$ cat config.mk
export PLATFORM = sky130hd
export DESIGN_NAME = lowclk_uart_rx
export DESIGN_NICKNAME = d
export VERILOG_FILES = /design/src/rtl/lowclk_uart_rx.sv
export SDC_FILE = /design/constraint.sdc
export NUM_CORES = 1
export LEC_CHECK = 0
export BUFFER_PORTS_ARGS = -buffer_cell sky130_fd_sc_hd__clkbuf_2
export CAP_MARGIN = 10
export CORE_UTILIZATION = 53
export CTS_BUF_LIST = sky130_fd_sc_hd__clkbuf_8
export DETAILED_ROUTE_END_ITERATION = 10
export GPL_ROUTABILITY_DRIVEN = 0
export GPL_TIMING_DRIVEN = 1
export PLACE_DENSITY = 0.73
export SYNTH_ARGS = -nofsm -noshare
export SYNTH_HDL_FRONTEND = slang
export SYNTH_SLANG_ARGS = --single-unit
$ cat constraint.sdc
create_clock -name clk_ref -period 2.8 [get_ports clk_ref]
set_input_delay 0.28 -clock clk_ref [delete_from_list [all_inputs] [get_ports clk_ref]]
set_output_delay 0.28 -clock clk_ref [all_outputs]
set_load 0.005 [all_outputs]
$ cat src/rtl/lowclk_uart_rx.sv
module lowclk_uart_rx #(
  parameter int CLK_HZ = 32768,
  parameter int BAUD   = 9600,
  parameter int DATA_W = 8
) (
  input  logic              clk_ref,
  input  logic              rst_n,
  input  logic              rx_line,
  input  logic              rx_on_stb,
  input  logic              rx_off_stb,
  output logic [DATA_W-1:0] rx_data,
  output logic              data_event,
  output logic              wake_pulse,
  output logic              frame_err
);

  localparam int ACC_W = $clog2(CLK_HZ + BAUD + 1);
  localparam int CNT_W = $clog2(DATA_W + 1);
  localparam logic [ACC_W-1:0] FULL    = ACC_W'(CLK_HZ);
  localparam logic [ACC_W-1:0] INC     = ACC_W'(BAUD);
  // first wrap one clock after start detection, absorbing synchronizer lag
  localparam logic [ACC_W-1:0] PRELOAD = ACC_W'(CLK_HZ - BAUD / 2);
  localparam logic [CNT_W-1:0] LAST    = CNT_W'(DATA_W - 1);

  typedef enum logic [1:0] {ST_IDLE, ST_START, ST_DATA, ST_STOP} rx_state_t;

  logic              sync1, sync2, line_q;
  logic              armed;
  rx_state_t         state;
  logic [ACC_W-1:0]  acc;
  logic [ACC_W-1:0]  sum;
  logic              tick;
  logic              fall;
  logic [CNT_W-1:0]  bit_cnt;
  logic [DATA_W-1:0] shreg;
  logic              stop_bad;

  assign sum      = acc + INC;
  assign tick     = (sum >= FULL);
  assign fall     = line_q & ~sync2;
  assign stop_bad = (state == ST_STOP) && tick && !sync2 && !rx_off_stb;

  always_ff @(posedge clk_ref or negedge rst_n) begin
    if (!rst_n) begin
      sync1  <= 1'b1;
      sync2  <= 1'b1;
      line_q <= 1'b1;
    end else begin
      sync1  <= rx_line;
      sync2  <= sync1;
      line_q <= sync2;
    end
  end

  always_ff @(posedge clk_ref or negedge rst_n) begin
    if (!rst_n) begin
      armed      <= 1'b0;
      state      <= ST_IDLE;
      acc        <= '0;
      bit_cnt    <= '0;
      shreg      <= '0;
      rx_data    <= '0;
      data_event <= 1'b0;
      wake_pulse <= 1'b0;
    end else begin
      data_event <= 1'b0;
      wake_pulse <= 1'b0;
      if (rx_off_stb) begin
        armed <= 1'b0;
        state <= ST_IDLE;
      end else begin
        if (rx_on_stb) armed <= 1'b1;
        if (state != ST_IDLE) acc <= tick ? sum - FULL : sum;
        case (state)
          ST_IDLE: begin
            if (armed && fall) begin
              state <= ST_START;
              acc   <= PRELOAD;
            end
          end
          ST_START: begin
            if (tick) begin
              bit_cnt <= '0;
              state   <= sync2 ? ST_IDLE : ST_DATA;
            end
          end
          ST_DATA: begin
            if (tick) begin
              shreg   <= {sync2, shreg[DATA_W-1:1]};
              bit_cnt <= bit_cnt + 1'b1;
              if (bit_cnt == LAST) state <= ST_STOP;
            end
          end
          ST_STOP: begin
            if (tick) begin
              state <= ST_IDLE;
              if (sync2) begin
                rx_data    <= shreg;
                data_event <= 1'b1;
                wake_pulse <= 1'b1;
              end
            end
          end
          default: state <= ST_IDLE;
        endcase
      end
    end
  end

  always_ff @(posedge clk_ref or negedge rst_n) begin
    if (!rst_n)         frame_err <= 1'b0;
    else if (stop_bad)  frame_err <= 1'b1;
    else if (rx_on_stb) frame_err <= 1'b0;
  end


  event_one_cycle_chk: assert property (@(posedge clk_ref) disable iff (!rst_n)
    data_event |=> !data_event);


  data_only_on_event_chk: assert property (@(posedge clk_ref) disable iff (!rst_n)
    (rx_data != $past(rx_data)) |-> data_event);


  off_drops_frame_chk: assert property (@(posedge clk_ref) disable iff (!rst_n)
    rx_off_stb |=> (!data_event && state == ST_IDLE));


  err_sticky_chk: assert property (@(posedge clk_ref) disable iff (!rst_n)
    (frame_err && !rx_on_stb) |=> frame_err);


  no_event_on_err_chk: assert property (@(posedge clk_ref) disable iff (!rst_n)
    $rose(frame_err) |-> !data_event);


  err_clear_chk: assert property (@(posedge clk_ref) disable iff (!rst_n)
    (rx_on_stb && state != ST_STOP) |=> !frame_err);


  disarmed_quiet_chk: assert property (@(posedge clk_ref) disable iff (!rst_n)
    (!armed && state == ST_IDLE) |=> state == ST_IDLE);

endmodule

==> impl_metrics.toml <==
[synth]
synth_top_family_by_area = "simple AND/OR/NAND/NOR gates"
ys.flop_type = "sky130_fd_sc_hd__dfrtp_1"
yosysTopAreaCellShare = 0.507
seq_area_frac_synth = 0.554
synth-edff-count = 0
mapped_area_um2 = 1680
synth.mux.area_fraction = 0.113
synth-seq-cells = 37
synth_top_cells_by_area = "sky130_fd_sc_hd__dfrtp_1 51%, sky130_fd_sc_hd__mux2_2 11%, sky130_fd_sc_hd__dfstp_2 4.7%, sky130_fd_sc_hd__o21ai_0 3.9%, sky130_fd_sc_hd__nor2_1 2.9%"
synth_compound_area_frac = 0.131
yosys.cell_types.count = 38
synthesis.yosys.warnings = 0
synth_area_per_cell_um2 = 11.7
synthesis.nets = 150
yosys.area_share.adder = 0.0149
ys_async_sr_fraction = 1.00
post-synth-top-area-cell = "sky130_fd_sc_hd__dfrtp_1"
synthesis.instances = 143
synth_simple_gate_area_frac = 0.155
post_synth_most_frequent_cells = "34 x sky130_fd_sc_hd__dfrtp_1, 16 x sky130_fd_sc_hd__mux2_2, 13 x sky130_fd_sc_hd__nor2_1, 13 x sky130_fd_sc_hd__o21ai_0, 7 x sky130_fd_sc_hd__nand2_1"
yosys.area_share.xor_xnor = 0
yosysMostFrequentCell = "sky130_fd_sc_hd__dfrtp_1"

[clock_network]
cts_root_buffer = "sky130_fd_sc_hd__clkbuf_8"
maximum_buffer_depth_of_the_clock_tree = 2
post_cts_resize_count = 0
post_cts_hold_buffer_count = 0
htree_num_levels = 2
tritoncts_buffers = 5
cts_post_setup_buffers_inserted = 0
cts_sinks = 37
tritoncts = "done"
path_clk_slew_ns = 0.07
insertion_delay_ns = 0.29

[finish]
n_fill_cell = 243
final-seq-area_um2 = 930
n_antenna_cell = 0
area_growth_syn_to_layout_pct = 12.6
layout.cells.non_filler = 205
final_layout_size_suffix_gt1_frac = 0.298
multiInputGateArea_um2 = 694
nets = 167

[routing]
drt-pass1-iter-count = 4
detail-route-antenna-nets = 0
wl_um = 3010
post_drt_wl_per_cell_um = 14.7
drtIter0Drc = 35
via_count = 1173
via_per_inst = 5.72
drc = 0

[global_route]
grt_first_pass_wirelength_um = 5220
grt_start_max_net_pins = 38
first_global_vias = 1179
grt-ovfl-total = 0
number_of_antenna_violations_at_the_first_check_in_global_routing = 0
track_usage = 0.214

[floorplan]
ioPinCount = 16
num_rows = 20
core_region_um2 = 3030
floorplan.die.height_um = 58.2
die_width_um = 58.2
initial_core_util = 0.554
design.die.area_um2 = 3390

[worst_setup_path]
slowest_delay_ns = 0.40
slowest_stage = "sky130_fd_sc_hd__dfrtp_1"
timing_worst_setup_path_type = "reg -> reg"
path_cells = "inv_1 > ha_1 > nor2b_4 > or2_4 > a221oi_2 > or3_1 > mux2_2"
timing.critical_path.required_ns = 2.97
critPathCaptureType = "register"
critPathLaunchType = "register"
critical_path_peak_fanout = 8
worst-endpoint-arrival_ns = 2.42

[min_path]
hold_path.class = "in -> reg"

[timing]
setup_viol = 0
worst_slew_pin_slew_ns = 0.886
post_route_fraction_of_the_period_consumed_by_the_critical_path = 0.805
clock_skew_ns = 0.00619
rsz0062_at_grt = "false"
fmaxAchievable_mhz = 444
report.final.hold_viol_count = 0
timing.max_slew.rel_slack = 0.409
period_minus_slack_ns = 2.25
final_max_slew_viol_count = 0
setup_total_negative_slack_ns = 0

[placement]
hpwlAfterDp_um = 2130
placedCellCount = 197
number_of_buffers_added_on_ports = 15

[pwr]
power.density_cell_area_nw_per_um2 = 783
max-vdd-ir-drop_mv = 0.485
static_leakage_nw = 0.877

[job]
count_of_max_cap_constraint_violations = 0

[status]
run_status = "finished, final reports clean"
-- state kept, by name, summed over array words and instances (netlist names) --
| name | cells |
|---|---|
| line_q | 1 |
| shreg | 8 |
| rx_data | 8 |
| wake_pulse | 1 |
| state | 2 |
| acc | 9 |
| bit_cnt | 4 |
| sync1 | 1 |
| sync2 | 1 |
| armed | 1 |
| frame_err | 1 |
-- routing by layer --
| metal | wire [um] | GRT usage | vias up |
|---|---|---|---|
| met5 | 0 | 0 | - |
| met4 | 95 | 0.133 | 0 |
| met3 | 121 | 0.0692 | 10 |
| met2 | 1420 | 0.340 | 34 |
| met1 | 1370 | 0.251 | 577 |
| li1 | - | - | 552 |
-- cells by family (layout without fill, tap and decap cells) --
logic type                 after synthesis  in the layout
adders and majority gates                2              2
AOI/OAI and AO/OA                       32             32
buffers and inverters                   10             28
muxes                                   17             17
DFF                                     37             37
and+or+nand+nor                         45             45
-- worst max-delay path, delay by kind of cell (launching register included) --
kind,cells,cell delay (ns)
AO/OA/AOI/OAI,1,0.37
multiplexers,1,0.39
adder cells (fa/ha/maj),1,0.21
AND/OR/NAND/NOR,3,0.70
flip-flops,1,0.40
buffers and inverters,1,0.06
-- final cells by class --
class	instances	area share
Multi-Input combinational cell	96	0.368
Clock inverter	3	0.0225
Inverter	4	0.00795
Clock buffer	5	0.0364
Sequential cell	37	0.492
Tap cell	44	0.0292
Timing Repair Buffer	16	0.0437
-- placed cells by master (no fill, tap or decap), types with 3 or more instances in the layout --
cell type,count
sky130_fd_sc_hd__nand3_1,6
sky130_fd_sc_hd__dfstp_2,3
sky130_fd_sc_hd__nor2_1,13
sky130_fd_sc_hd__nand2_1,7
sky130_fd_sc_hd__clkbuf_8,5
sky130_fd_sc_hd__dfrtp_1,34
sky130_fd_sc_hd__inv_1,5
sky130_fd_sc_hd__and2_1,3
sky130_fd_sc_hd__o21ai_0,13
sky130_fd_sc_hd__mux2_2,16
sky130_fd_sc_hd__nand2b_1,3
sky130_fd_sc_hd__a21oi_1,4
sky130_fd_sc_hd__clkbuf_2,15
-- stage by stage --
step	setup slack, ns	area, um^2	hold WS, ns	util	power (mW)
2_1_floorplan	0.759	1680	-0.0156	-	0.953
3_3_place_gp	0.619	1780	0.346	0.587	1.01
3_5_place_dp	0.542	1780	0.348	0.587	1.04
4_1_cts	0.535	1890	0.0592	0.624	1.49
5_1_grt	0.431	1890	0.0559	0.624	1.57
6_report	0.547	1890	0.0672	0.624	1.48
-- power breakdown --
part | switching, mW | internal (mW)
combinational | 0.172 | 0.133
sequential | 0.106 | 0.621
clock | 0.182 | 0.263
total | 0.460 | 1.02
-- final timing paths --
| kind | slack [ns] | from | end | depth (start not counted) |
|---|---|---|---|---|
| max reg2reg | 0.55 | acc[7]$_DFFE_PN0N_ | shreg[5]$_DFFE_PN0P_ | 7 |
| max | 0.55 | acc[7]$_DFFE_PN0N_ | shreg[5]$_DFFE_PN0P_ | 7 |
| min | 0.07 | rx_line | sync1$_DFF_PN1_ | 1 |
| min reg2reg | 0.36 | sync1$_DFF_PN1_ | sync2$_DFF_PN1_ | 0 |
| min in group asynchronous | 0.10 | rst_n | wake_pulse$_DFF_PN0_ | 1 |
| max in group asynchronous | 2.14 | rst_n | acc[8]$_DFFE_PN0N_ | 1 |
(Power assumes the default switching activity.)
